## config.mk

```make
export PLATFORM = sky130hd
export DESIGN_NAME = blk_dispatcher
export DESIGN_NICKNAME = d
export VERILOG_FILES = /design/src/rtl/tbd_pkg.sv /design/src/rtl/tbd_sm_budget.sv /design/src/rtl/tbd_lowest_pick.sv /design/src/rtl/tbd_launch_ctrl.sv /design/src/rtl/blk_dispatcher.sv
export SDC_FILE = /design/constraint.sdc
export NUM_CORES = 2
export LEC_CHECK = 0
export ABC_AREA = 1
export BUFFER_PORTS_ARGS = -buffer_cell sky130_fd_sc_hd__buf_2
export CORE_MARGIN = 8
export CORE_UTILIZATION = 61
export CTS_BUF_LIST = sky130_fd_sc_hd__clkbuf_16
export DETAILED_ROUTE_END_ITERATION = 7
export PLACE_DENSITY = 0.76
export RECOVER_POWER = 25
export SETUP_SLACK_MARGIN = 0.02
export SLEW_MARGIN = 5
export SYNTH_ARGS = -nofsm -noshare
export SYNTH_HDL_FRONTEND = slang
export SYNTH_SLANG_ARGS = --single-unit
```

## constraint.sdc

```tcl
create_clock -name clk -period 8.49 [get_ports clk]
set_input_delay 1.2735 -clock clk [delete_from_list [all_inputs] [get_ports clk]]
set_output_delay 1.2735 -clock clk [all_outputs]
set_load 0.02 [all_outputs]
```

## src/rtl/tbd_pkg.sv

```systemverilog
// Shared types for the thread block dispatcher.
// Assumes: one kernel launch in progress at a time.
package tbd_pkg;
    typedef enum logic {
        ST_IDLE = 1'b0,
        ST_RUN  = 1'b1
    } run_state_e;
endpackage

```

## src/rtl/tbd_sm_budget.sv

```systemverilog
// Resource ledger for one multiprocessor.
// Tracks resident threads, blocks, registers and shared memory.
// Reports whether the current block demand fits all four budgets at once.
// Assumes: completions only return resources that were earlier charged.
// A charge and a release may land in the same cycle.
module tbd_sm_budget #(
    parameter int MAX_THREADS = 1536,
    parameter int MAX_BLOCKS  = 8,
    parameter int REG_POOL    = 16384,
    parameter int SMEM_POOL   = 49152,
    parameter int THR_W       = 11,
    parameter int REQ_W       = 19,
    parameter int SMEM_W      = 16,
    parameter int TU_W        = $clog2(MAX_THREADS + 1),
    parameter int BU_W        = $clog2(MAX_BLOCKS + 1),
    parameter int RU_W        = $clog2(REG_POOL + 1),
    parameter int SU_W        = $clog2(SMEM_POOL + 1)
) (
    input  logic              clk,
    input  logic              rst_n,
    input  logic [THR_W-1:0]  need_thr,
    input  logic [REQ_W-1:0]  need_reg,
    input  logic [SMEM_W-1:0] need_smem,
    input  logic              alloc,
    input  logic              rel_en,
    input  logic [THR_W-1:0]  rel_thr,
    input  logic [REQ_W-1:0]  rel_reg,
    input  logic [SMEM_W-1:0] rel_smem,
    output logic              fits,
    output logic [TU_W-1:0]   thr_used,
    output logic [BU_W-1:0]   blk_used,
    output logic [RU_W-1:0]   reg_used,
    output logic [SU_W-1:0]   smem_used
);
    logic [31:0] thr_nx, blk_nx, reg_nx, smem_nx;

    // Admission test: every budget must hold the whole block.
    always_comb begin
        fits = (32'(thr_used) + 32'(need_thr) <= 32'(MAX_THREADS)) &&
               (32'(blk_used) < 32'(MAX_BLOCKS)) &&
               (32'(reg_used) + 32'(need_reg) <= 32'(REG_POOL)) &&
               (32'(smem_used) + 32'(need_smem) <= 32'(SMEM_POOL));
    end

    // Next ledger values: add the granted block, subtract the finished one.
    always_comb begin
        thr_nx  = 32'(thr_used) + (alloc ? 32'(need_thr) : 32'd0)
                - (rel_en ? 32'(rel_thr) : 32'd0);
        blk_nx  = 32'(blk_used) + (alloc ? 32'd1 : 32'd0)
                - (rel_en ? 32'd1 : 32'd0);
        reg_nx  = 32'(reg_used) + (alloc ? 32'(need_reg) : 32'd0)
                - (rel_en ? 32'(rel_reg) : 32'd0);
        smem_nx = 32'(smem_used) + (alloc ? 32'(need_smem) : 32'd0)
                - (rel_en ? 32'(rel_smem) : 32'd0);
    end

    // Ledger registers.
    always_ff @(posedge clk) begin
        if (!rst_n) begin
            thr_used  <= '0;
            blk_used  <= '0;
            reg_used  <= '0;
            smem_used <= '0;
        end else begin
            thr_used  <= TU_W'(thr_nx);
            blk_used  <= BU_W'(blk_nx);
            reg_used  <= RU_W'(reg_nx);
            smem_used <= SU_W'(smem_nx);
        end
    end
endmodule

```

## src/rtl/tbd_lowest_pick.sv

```systemverilog
// Fixed-priority picker: returns the lowest set bit index of a request vector.
// Assumes: the index is ignored when no request is set.
module tbd_lowest_pick #(
    parameter int N = 4,
    parameter int W = 2
) (
    input  logic [N-1:0] req,
    output logic         any,
    output logic [W-1:0] idx
);
    // Scan from high to low so the lowest request wins.
    always_comb begin
        idx = '0;
        for (int i = N - 1; i >= 0; i--) begin
            if (req[i]) idx = W'(i);
        end
        any = |req;
    end
endmodule

```

## src/rtl/tbd_launch_ctrl.sv

```systemverilog
// Launch sequencer.
// Validates and latches the descriptor, counts issued and completed blocks,
// and raises the done and error flags.
// Assumes: completions arrive only for blocks of the running launch.
module tbd_launch_ctrl
    import tbd_pkg::*;
#(
    parameter int GRID_W          = 16,
    parameter int THR_W           = 11,
    parameter int RPT_W           = 8,
    parameter int SMEM_W          = 16,
    parameter int REQ_W           = 19,
    parameter int MAX_BLK_THREADS = 1024,
    parameter int MAX_THREADS     = 1536,
    parameter int REG_POOL        = 16384,
    parameter int SMEM_POOL       = 49152
) (
    input  logic              clk,
    input  logic              rst_n,
    input  logic              launch_valid,
    input  logic [GRID_W-1:0] launch_blocks,
    input  logic [THR_W-1:0]  launch_threads,
    input  logic [RPT_W-1:0]  launch_rpt,
    input  logic [SMEM_W-1:0] launch_smem,
    input  logic              disp_fire,
    input  logic              cpl_valid,
    output logic              launch_ready,
    output logic [THR_W-1:0]  need_thr,
    output logic [REQ_W-1:0]  need_reg,
    output logic [SMEM_W-1:0] need_smem,
    output logic [GRID_W-1:0] next_blk,
    output logic              blk_pending,
    output logic              kernel_done,
    output logic              launch_err
);
    run_state_e        state;
    logic [GRID_W-1:0] grid_q, cmp_q, issued_nx, cmp_nx;
    logic [REQ_W-1:0]  req_reg;
    logic              bad_desc;

    // Oversize test for a single block against one multiprocessor's budgets.
    always_comb begin
        req_reg  = REQ_W'(launch_threads) * REQ_W'(launch_rpt);
        bad_desc = (launch_threads == '0) ||
                   (32'(launch_threads) > 32'(MAX_BLK_THREADS)) ||
                   (32'(launch_threads) > 32'(MAX_THREADS)) ||
                   (32'(req_reg) > 32'(REG_POOL)) ||
                   (32'(launch_smem) > 32'(SMEM_POOL));
    end

    // Progress counters after this cycle's handshake and completion.
    always_comb begin
        issued_nx = next_blk + GRID_W'(disp_fire);
        cmp_nx    = cmp_q + GRID_W'(cpl_valid);
    end

    // Launch state, descriptor latch, counters and flags.
    always_ff @(posedge clk) begin
        if (!rst_n) begin
            state       <= ST_IDLE;
            grid_q      <= '0;
            next_blk    <= '0;
            cmp_q       <= '0;
            need_thr    <= '0;
            need_reg    <= '0;
            need_smem   <= '0;
            kernel_done <= 1'b0;
            launch_err  <= 1'b0;
        end else begin
            case (state)
                ST_IDLE: begin
                    if (launch_valid) begin
                        launch_err  <= bad_desc;
                        kernel_done <= !bad_desc && (launch_blocks == '0);
                        if (!bad_desc && launch_blocks != '0) begin
                            state     <= ST_RUN;
                            grid_q    <= launch_blocks;
                            next_blk  <= '0;
                            cmp_q     <= '0;
                            need_thr  <= launch_threads;
                            need_reg  <= req_reg;
                            need_smem <= launch_smem;
                        end
                    end
                end
                ST_RUN: begin
                    next_blk <= issued_nx;
                    cmp_q    <= cmp_nx;
                    if (issued_nx == grid_q && cmp_nx == grid_q) begin
                        state       <= ST_IDLE;
                        kernel_done <= 1'b1;
                    end
                end
                default: state <= ST_IDLE;
            endcase
        end
    end

    // Status seen by the top.
    always_comb begin
        launch_ready = (state == ST_IDLE);
        blk_pending  = (state == ST_RUN) && (next_blk != grid_q);
    end
endmodule

```

## src/rtl/blk_dispatcher.sv

```systemverilog
// Thread block dispatcher.
// Hands the blocks of one launch, in ascending index, to the
// lowest-indexed multiprocessor whose budgets can all hold the block.
// An offer that is not yet taken holds its target.
// Assumes: completions carry the size of a block charged on cpl_sm.
module blk_dispatcher #(
    parameter int NUM_SM          = 4,
    parameter int MAX_THREADS     = 1536,
    parameter int MAX_BLOCKS      = 8,
    parameter int REG_POOL        = 16384,
    parameter int SMEM_POOL       = 49152,
    parameter int MAX_BLK_THREADS = 1024,
    parameter int GRID_W          = 16,
    parameter int RPT_W           = 8,
    parameter int THR_W           = $clog2(MAX_BLK_THREADS + 1),
    parameter int SMEM_W          = $clog2(SMEM_POOL + 1),
    parameter int SM_W            = (NUM_SM > 1) ? $clog2(NUM_SM) : 1
) (
    input  logic              clk,
    input  logic              rst_n,
    input  logic              launch_valid,
    output logic              launch_ready,
    input  logic [GRID_W-1:0] launch_blocks,
    input  logic [THR_W-1:0]  launch_threads,
    input  logic [RPT_W-1:0]  launch_rpt,
    input  logic [SMEM_W-1:0] launch_smem,
    output logic              disp_valid,
    input  logic              disp_ready,
    output logic [SM_W-1:0]   disp_sm,
    output logic [GRID_W-1:0] disp_block,
    input  logic              cpl_valid,
    input  logic [SM_W-1:0]   cpl_sm,
    input  logic [THR_W-1:0]  cpl_threads,
    input  logic [RPT_W-1:0]  cpl_rpt,
    input  logic [SMEM_W-1:0] cpl_smem,
    output logic              kernel_done,
    output logic              launch_err
);
    localparam int REQ_W = THR_W + RPT_W;
    localparam int TU_W  = $clog2(MAX_THREADS + 1);
    localparam int BU_W  = $clog2(MAX_BLOCKS + 1);
    localparam int RU_W  = $clog2(REG_POOL + 1);
    localparam int SU_W  = $clog2(SMEM_POOL + 1);

    logic [THR_W-1:0]       need_thr;
    logic [REQ_W-1:0]       need_reg, cpl_reg;
    logic [SMEM_W-1:0]      need_smem;
    logic                   blk_pending, any_fit, disp_fire;
    logic                   hold_q;
    logic [SM_W-1:0]        hold_sm_q, pick_sm;
    logic [NUM_SM-1:0]      fit_vec;
    logic [NUM_SM*TU_W-1:0] thr_used_flat;
    logic [NUM_SM*BU_W-1:0] blk_used_flat;
    logic [NUM_SM*RU_W-1:0] reg_used_flat;
    logic [NUM_SM*SU_W-1:0] smem_used_flat;

    tbd_launch_ctrl #(
        .GRID_W(GRID_W), .THR_W(THR_W), .RPT_W(RPT_W), .SMEM_W(SMEM_W),
        .REQ_W(REQ_W), .MAX_BLK_THREADS(MAX_BLK_THREADS),
        .MAX_THREADS(MAX_THREADS), .REG_POOL(REG_POOL), .SMEM_POOL(SMEM_POOL)
    ) u_ctrl (
        .clk(clk), .rst_n(rst_n),
        .launch_valid(launch_valid), .launch_blocks(launch_blocks),
        .launch_threads(launch_threads), .launch_rpt(launch_rpt),
        .launch_smem(launch_smem), .disp_fire(disp_fire),
        .cpl_valid(cpl_valid), .launch_ready(launch_ready),
        .need_thr(need_thr), .need_reg(need_reg), .need_smem(need_smem),
        .next_blk(disp_block), .blk_pending(blk_pending),
        .kernel_done(kernel_done), .launch_err(launch_err)
    );

    // Register demand of the finished block, shared by all ledgers.
    always_comb cpl_reg = REQ_W'(cpl_threads) * REQ_W'(cpl_rpt);

    for (genvar g = 0; g < NUM_SM; g++) begin : g_sm
        logic            alloc_g, rel_g;
        logic [TU_W-1:0] thr_u;
        logic [BU_W-1:0] blk_u;
        logic [RU_W-1:0] reg_u;
        logic [SU_W-1:0] smem_u;

        // Charge this ledger on a handshake aimed here, release on its completion.
        always_comb begin
            alloc_g = disp_fire && (disp_sm == SM_W'(g));
            rel_g   = cpl_valid && (cpl_sm == SM_W'(g));
        end

        tbd_sm_budget #(
            .MAX_THREADS(MAX_THREADS), .MAX_BLOCKS(MAX_BLOCKS),
            .REG_POOL(REG_POOL), .SMEM_POOL(SMEM_POOL),
            .THR_W(THR_W), .REQ_W(REQ_W), .SMEM_W(SMEM_W)
        ) u_budget (
            .clk(clk), .rst_n(rst_n),
            .need_thr(need_thr), .need_reg(need_reg), .need_smem(need_smem),
            .alloc(alloc_g), .rel_en(rel_g),
            .rel_thr(cpl_threads), .rel_reg(cpl_reg), .rel_smem(cpl_smem),
            .fits(fit_vec[g]),
            .thr_used(thr_u), .blk_used(blk_u), .reg_used(reg_u),
            .smem_used(smem_u)
        );

        assign thr_used_flat[g*TU_W +: TU_W]   = thr_u;
        assign blk_used_flat[g*BU_W +: BU_W]   = blk_u;
        assign reg_used_flat[g*RU_W +: RU_W]   = reg_u;
        assign smem_used_flat[g*SU_W +: SU_W]  = smem_u;
    end

    tbd_lowest_pick #(.N(NUM_SM), .W(SM_W)) u_pick (
        .req(fit_vec), .any(any_fit), .idx(pick_sm)
    );

    // Offer: a pending block with a held target or a fresh fitting one.
    always_comb begin
        disp_valid = blk_pending && (hold_q || any_fit);
        disp_sm    = hold_q ? hold_sm_q : pick_sm;
        disp_fire  = disp_valid && disp_ready;
    end

    // Freeze the target while an offer waits for the downstream.
    always_ff @(posedge clk) begin
        if (!rst_n) begin
            hold_q    <= 1'b0;
            hold_sm_q <= '0;
        end else begin
            hold_q    <= disp_valid && !disp_ready;
            hold_sm_q <= disp_sm;
        end
    end
endmodule

```

==> results list <==
- The run finished, with violations left.
- Violations in the final reports: capacitance limit, slew limit
* Total overflow reported by the global router: 0
- Yosys top cell area share: 0.151
- Entering global routing, the biggest net connects around 90 pins.
- Number of cells on the worst reg-to-reg path: 36
- STA classifies the critical path startpoint as a flip-flop.
- First element of the critical path: u_ctrl.need_reg[0]
- Measured along the x axis, the die boundary spans 265 um.
- The clock net in this run drives a total of 284 sinks.
- Number of port buffers: approximately 110
- Total global routing track utilization: 0.309
* Post-synthesis net count: around 6,700
* Vias post-DR: 36,900
- Flop2flop setup slack: around 760 ps
- The final hold violation count was 0.
- Sequential fraction of the synthesis area: 0.151
* Clk_lat worst skew: around 590 ps
* GPL Wtd Cong: ~0.96
- Worst path arrival time: 8240 ps
* Area of the mapped netlist: 37,800 um2
* Post-Synthesis Cells: about 6,000
- Count of state elements after synthesis: between 200 and 300
* Relative area change from synthesis to final layout: 7.00%
* Synth Warn #: 0
- Worst-case headroom to the max-slew limit: -0.282
* Top register by number of flip-flops: g_sm.u_budget.smem_used
- Counting instances in the post-synthesis netlist gives the leading cell types as 1,505 x sky130_fd_sc_hd__nand2_1, 1,230 x sky130_fd_sc_hd__inv_1, 646 x sky130_fd_sc_hd__nor2_1.
- Post-detailed-placement half-perimeter wirelength: 86.5 mm
* Maximum buffer depth of the clock tree: 3
- CTS root buf: sky130_fd_sc_hd__clkbuf_16
- Most common cell type on the critical path: sky130_fd_sc_hd__nand2_1
* Tcrit/Tclk final: 0.911
- Registers with the most flip-flops: g_sm.u_budget.smem_used: 64 flops, g_sm.u_budget.reg_used: 60 flops, g_sm.u_budget.thr_used: 44 flops
* Critical Path End Type: flip-flop
* Maximum fanout along the worst path: 19
- In this run the worst hold path is classified as flip-flop to flip-flop.
- First-pass GRT wire length: 178 mm
* Setup slack after placement: slightly below 900 ps
- The startpoint identified for the worst register-to-register timing path is u_ctrl.need_reg[0].
- At the worst endpoint, the required time is 9000 ps.
- In the final layout, the share of cells above drive strength 1 is 0.0372.
- The critical path is of the flip-flop to flip-flop type.
- Post-route worst setup slack: between 700 and 800 ps
- Number of buffers created by CTS: 39
- Max FFs per register: 64
* Total negative slack: 0 ps
* Post-CTS Resized: 0
* H-Tree Level Count: 2
- Once layout is complete, the utilization of the core stands at 0.657.
- Achievable frequency: 129 MHz
* Detailed-route wire length per cell: roughly 16 um
* Number of nets with antenna violations after routing: 0
- Among all flip-flop cells after synthesis, the most frequent one is sky130_fd_sc_hd__dfxtp_1.
- The core region is 61,500 um2.
- Slew Viols, Final: 42
- Min Tclk post-route: just under 8000 ps
* Vias in the first global route: about 35,000
* # setup viols final: 0
* Die Area: 70,100 um2
* Number of nets at the end of the flow: 6,747
* Final setup skew: about 34 ps
- Hold buffer count at CTS: 0
* Cell with the biggest individual delay on the critical path: sky130_fd_sc_hd__dfxtp_1
* Starting DRT DRC Count: 2,972
- Number of detailed-route iterations in the first pass: 6
* CTS tree: built
- Counting flops with a built-in enable in the synthesized netlist gives 0.
* Maxcap violations: 1
* VDD IR-drop max: 0.172 mV
- Fraction of registers with async set/reset: 0
- For this configuration, the core starts out at a cell density of 0.614.
- Hold is met by 488 ps.
- Timing endpoint of the critical path: g_sm[2].u_budget.thr_used[10]
- Summed over all cells, the static leakage comes to 0.0225 uW.
- Mean Syn Cell Area: 6.42 um2
- Post-synth top area cell: sky130_fd_sc_hd__dfxtp_1
- Total Routed Length: around 110 mm
- In this run the count of I/O pins placed on the die edge is 115.
* Setup repair after global routing missed its margin: no
* Power density relative to cell area: 290 nW/um2
- The worst register-to-register path ends at g_sm[2].u_budget.thr_used[10].
- Via count normalized by instance count: 5.44
- For the pin with the worst max-slew slack, the measured transition is 1920 ps.
* Dominant cells by area after synthesis: sky130_fd_sc_hd__dfxtp_1 15%, sky130_fd_sc_hd__nand2_1 15%, sky130_fd_sc_hd__fa_1 15%
* Number of antenna violations at the first check in global routing: 1
- Post-synth cell types: between 40 and 50
* Row count: 91
* Delay of the slowest critical-path stage: 760 ps
* Chip Height: 265 um
- In the routed design, unresolved DRC markers number 0.
- Buffers added to address setup during post-CTS repair amount to 0.
- Most numerous cell in the Yosys netlist: sky130_fd_sc_hd__nand2_1
- Clock slew at reported path FFs: roughly 60 ps
[through the flow]
| step | cells | instance area, um2 | power (uW) |
|---|---|---|---|
| 2_1_floorplan | 5882 | 37800 | 7950 |
| 3_3_place_gp | 6707 | 39200 | 9670 |
| 3_5_place_dp | 6707 | 39200 | 9820 |
| 4_1_cts | 6778 | 40500 | 11600 |
| 5_1_grt | 6779 | 40400 | 12900 |
| 6_report | 6780 | 40400 | 11700 |
[cell type report]
class	count	area, um2
Multi-Input combinational cell	4238	26900
Fill cell	5728	21100
Inverter	1235	4640
Clock inverter	31	288
Tap cell	790	988
Antenna cell	2	5.00
Sequential cell	284	5690
Timing Repair Buffer	160	880
Clock buffer	40	1000
[power by group]
| group | switching (uW) | internal, uW | leakage (uW) |
|---|---|---|---|
| clock network | 712 | 1010 | 0.000649 |
| logic | 4960 | 2890 | 0.0195 |
| registers | 420 | 1720 | 0.00234 |
[routing by layer]
| metal | GRT usage | vias up | routed length (um) |
|---|---|---|---|
| met5 | 0 | - | 0 |
| met4 | 0.152 | 0 | 6020 |
| met3 | 0.0493 | 279 | 8820 |
| met2 | 0.494 | 1286 | 47400 |
| met1 | 0.405 | 16900 | 47000 |
| li1 | - | 18400 | - |
[kinds of logic after synthesis]
family                   share of synthesized area
adder cells (fa/ha/maj)                      0.285
buffers and inverters                        0.137
AND/OR/NAND/NOR                              0.291
AO/OA/AOI/OAI                                0.103
flip-flops                                   0.151
XOR/XNOR                                    0.0334
[worst max-delay path, delay by kind of cell (launching register included)]
family                   cells  cell delay [ps]
AND/OR/NAND/NOR             17             2340
AO/OA/AOI/OAI                9             1710
adder cells (fa/ha/maj)      4             1640
buffers and inverters        5              980
flip-flops                   1              760
XOR/XNOR                     1              190
[how the worst min path moves through the flow]
stage | startpoint | to | depth (start not counted)
detailed placement | u_ctrl.cmp_q[9] | u_ctrl.cmp_q[9] | 2
finish | u_ctrl.cmp_q[9] | u_ctrl.cmp_q[9] | 2
global route | u_ctrl.cmp_q[15] | u_ctrl.cmp_q[15] | 2
floorplan | u_ctrl.cmp_q[13] | u_ctrl.cmp_q[13] | 2
CTS | u_ctrl.cmp_q[9] | u_ctrl.cmp_q[9] | 2
global placement | u_ctrl.cmp_q[13] | u_ctrl.cmp_q[13] | 2
[cells in the final DEF, fill, tap and decap left out, types with 4 or more instances in the layout]
cell type / synthesis / final
sky130_fd_sc_hd__clkinv_1: 2 / 10
sky130_fd_sc_hd__dfxtp_1: 284 / 284
sky130_fd_sc_hd__nor3_2: 0 / 4
sky130_fd_sc_hd__nand2_1: 1505 / 1507
sky130_fd_sc_hd__nor2_4: 2 / 4
sky130_fd_sc_hd__buf_4: 12 / 37
sky130_fd_sc_hd__o21a_1: 32 / 32
sky130_fd_sc_hd__a31oi_1: 17 / 17
sky130_fd_sc_hd__clkbuf_1: 85 / 28
sky130_fd_sc_hd__and2_1: 8 / 8
sky130_fd_sc_hd__clkbuf_16: 0 / 40
sky130_fd_sc_hd__o21bai_1: 27 / 27
sky130_fd_sc_hd__bufinv_16: 0 / 5
sky130_fd_sc_hd__o211ai_1: 6 / 6
sky130_fd_sc_hd__a21o_1: 9 / 9
sky130_fd_sc_hd__buf_2: 15 / 93
sky130_fd_sc_hd__o21ai_0: 209 / 210
sky130_fd_sc_hd__clkinv_2: 0 / 6
sky130_fd_sc_hd__xnor2_1: 29 / 29
sky130_fd_sc_hd__o31ai_1: 7 / 7
sky130_fd_sc_hd__nor4_1: 11 / 11
sky130_fd_sc_hd__xor2_1: 115 / 115
sky130_fd_sc_hd__a21oi_1: 388 / 388
sky130_fd_sc_hd__fa_1: 275 / 275
sky130_fd_sc_hd__inv_1: 1230 / 1238
sky130_fd_sc_hd__nand3_1: 313 / 313
sky130_fd_sc_hd__nand3b_1: 36 / 36
sky130_fd_sc_hd__nand4_1: 62 / 62
sky130_fd_sc_hd__nor2_1: 646 / 646
sky130_fd_sc_hd__or2_2: 20 / 20
sky130_fd_sc_hd__nor3_1: 67 / 63
sky130_fd_sc_hd__ha_1: 421 / 421
sky130_fd_sc_hd__a211oi_1: 5 / 5
Note: power is estimated with default switching activity, not from simulation.
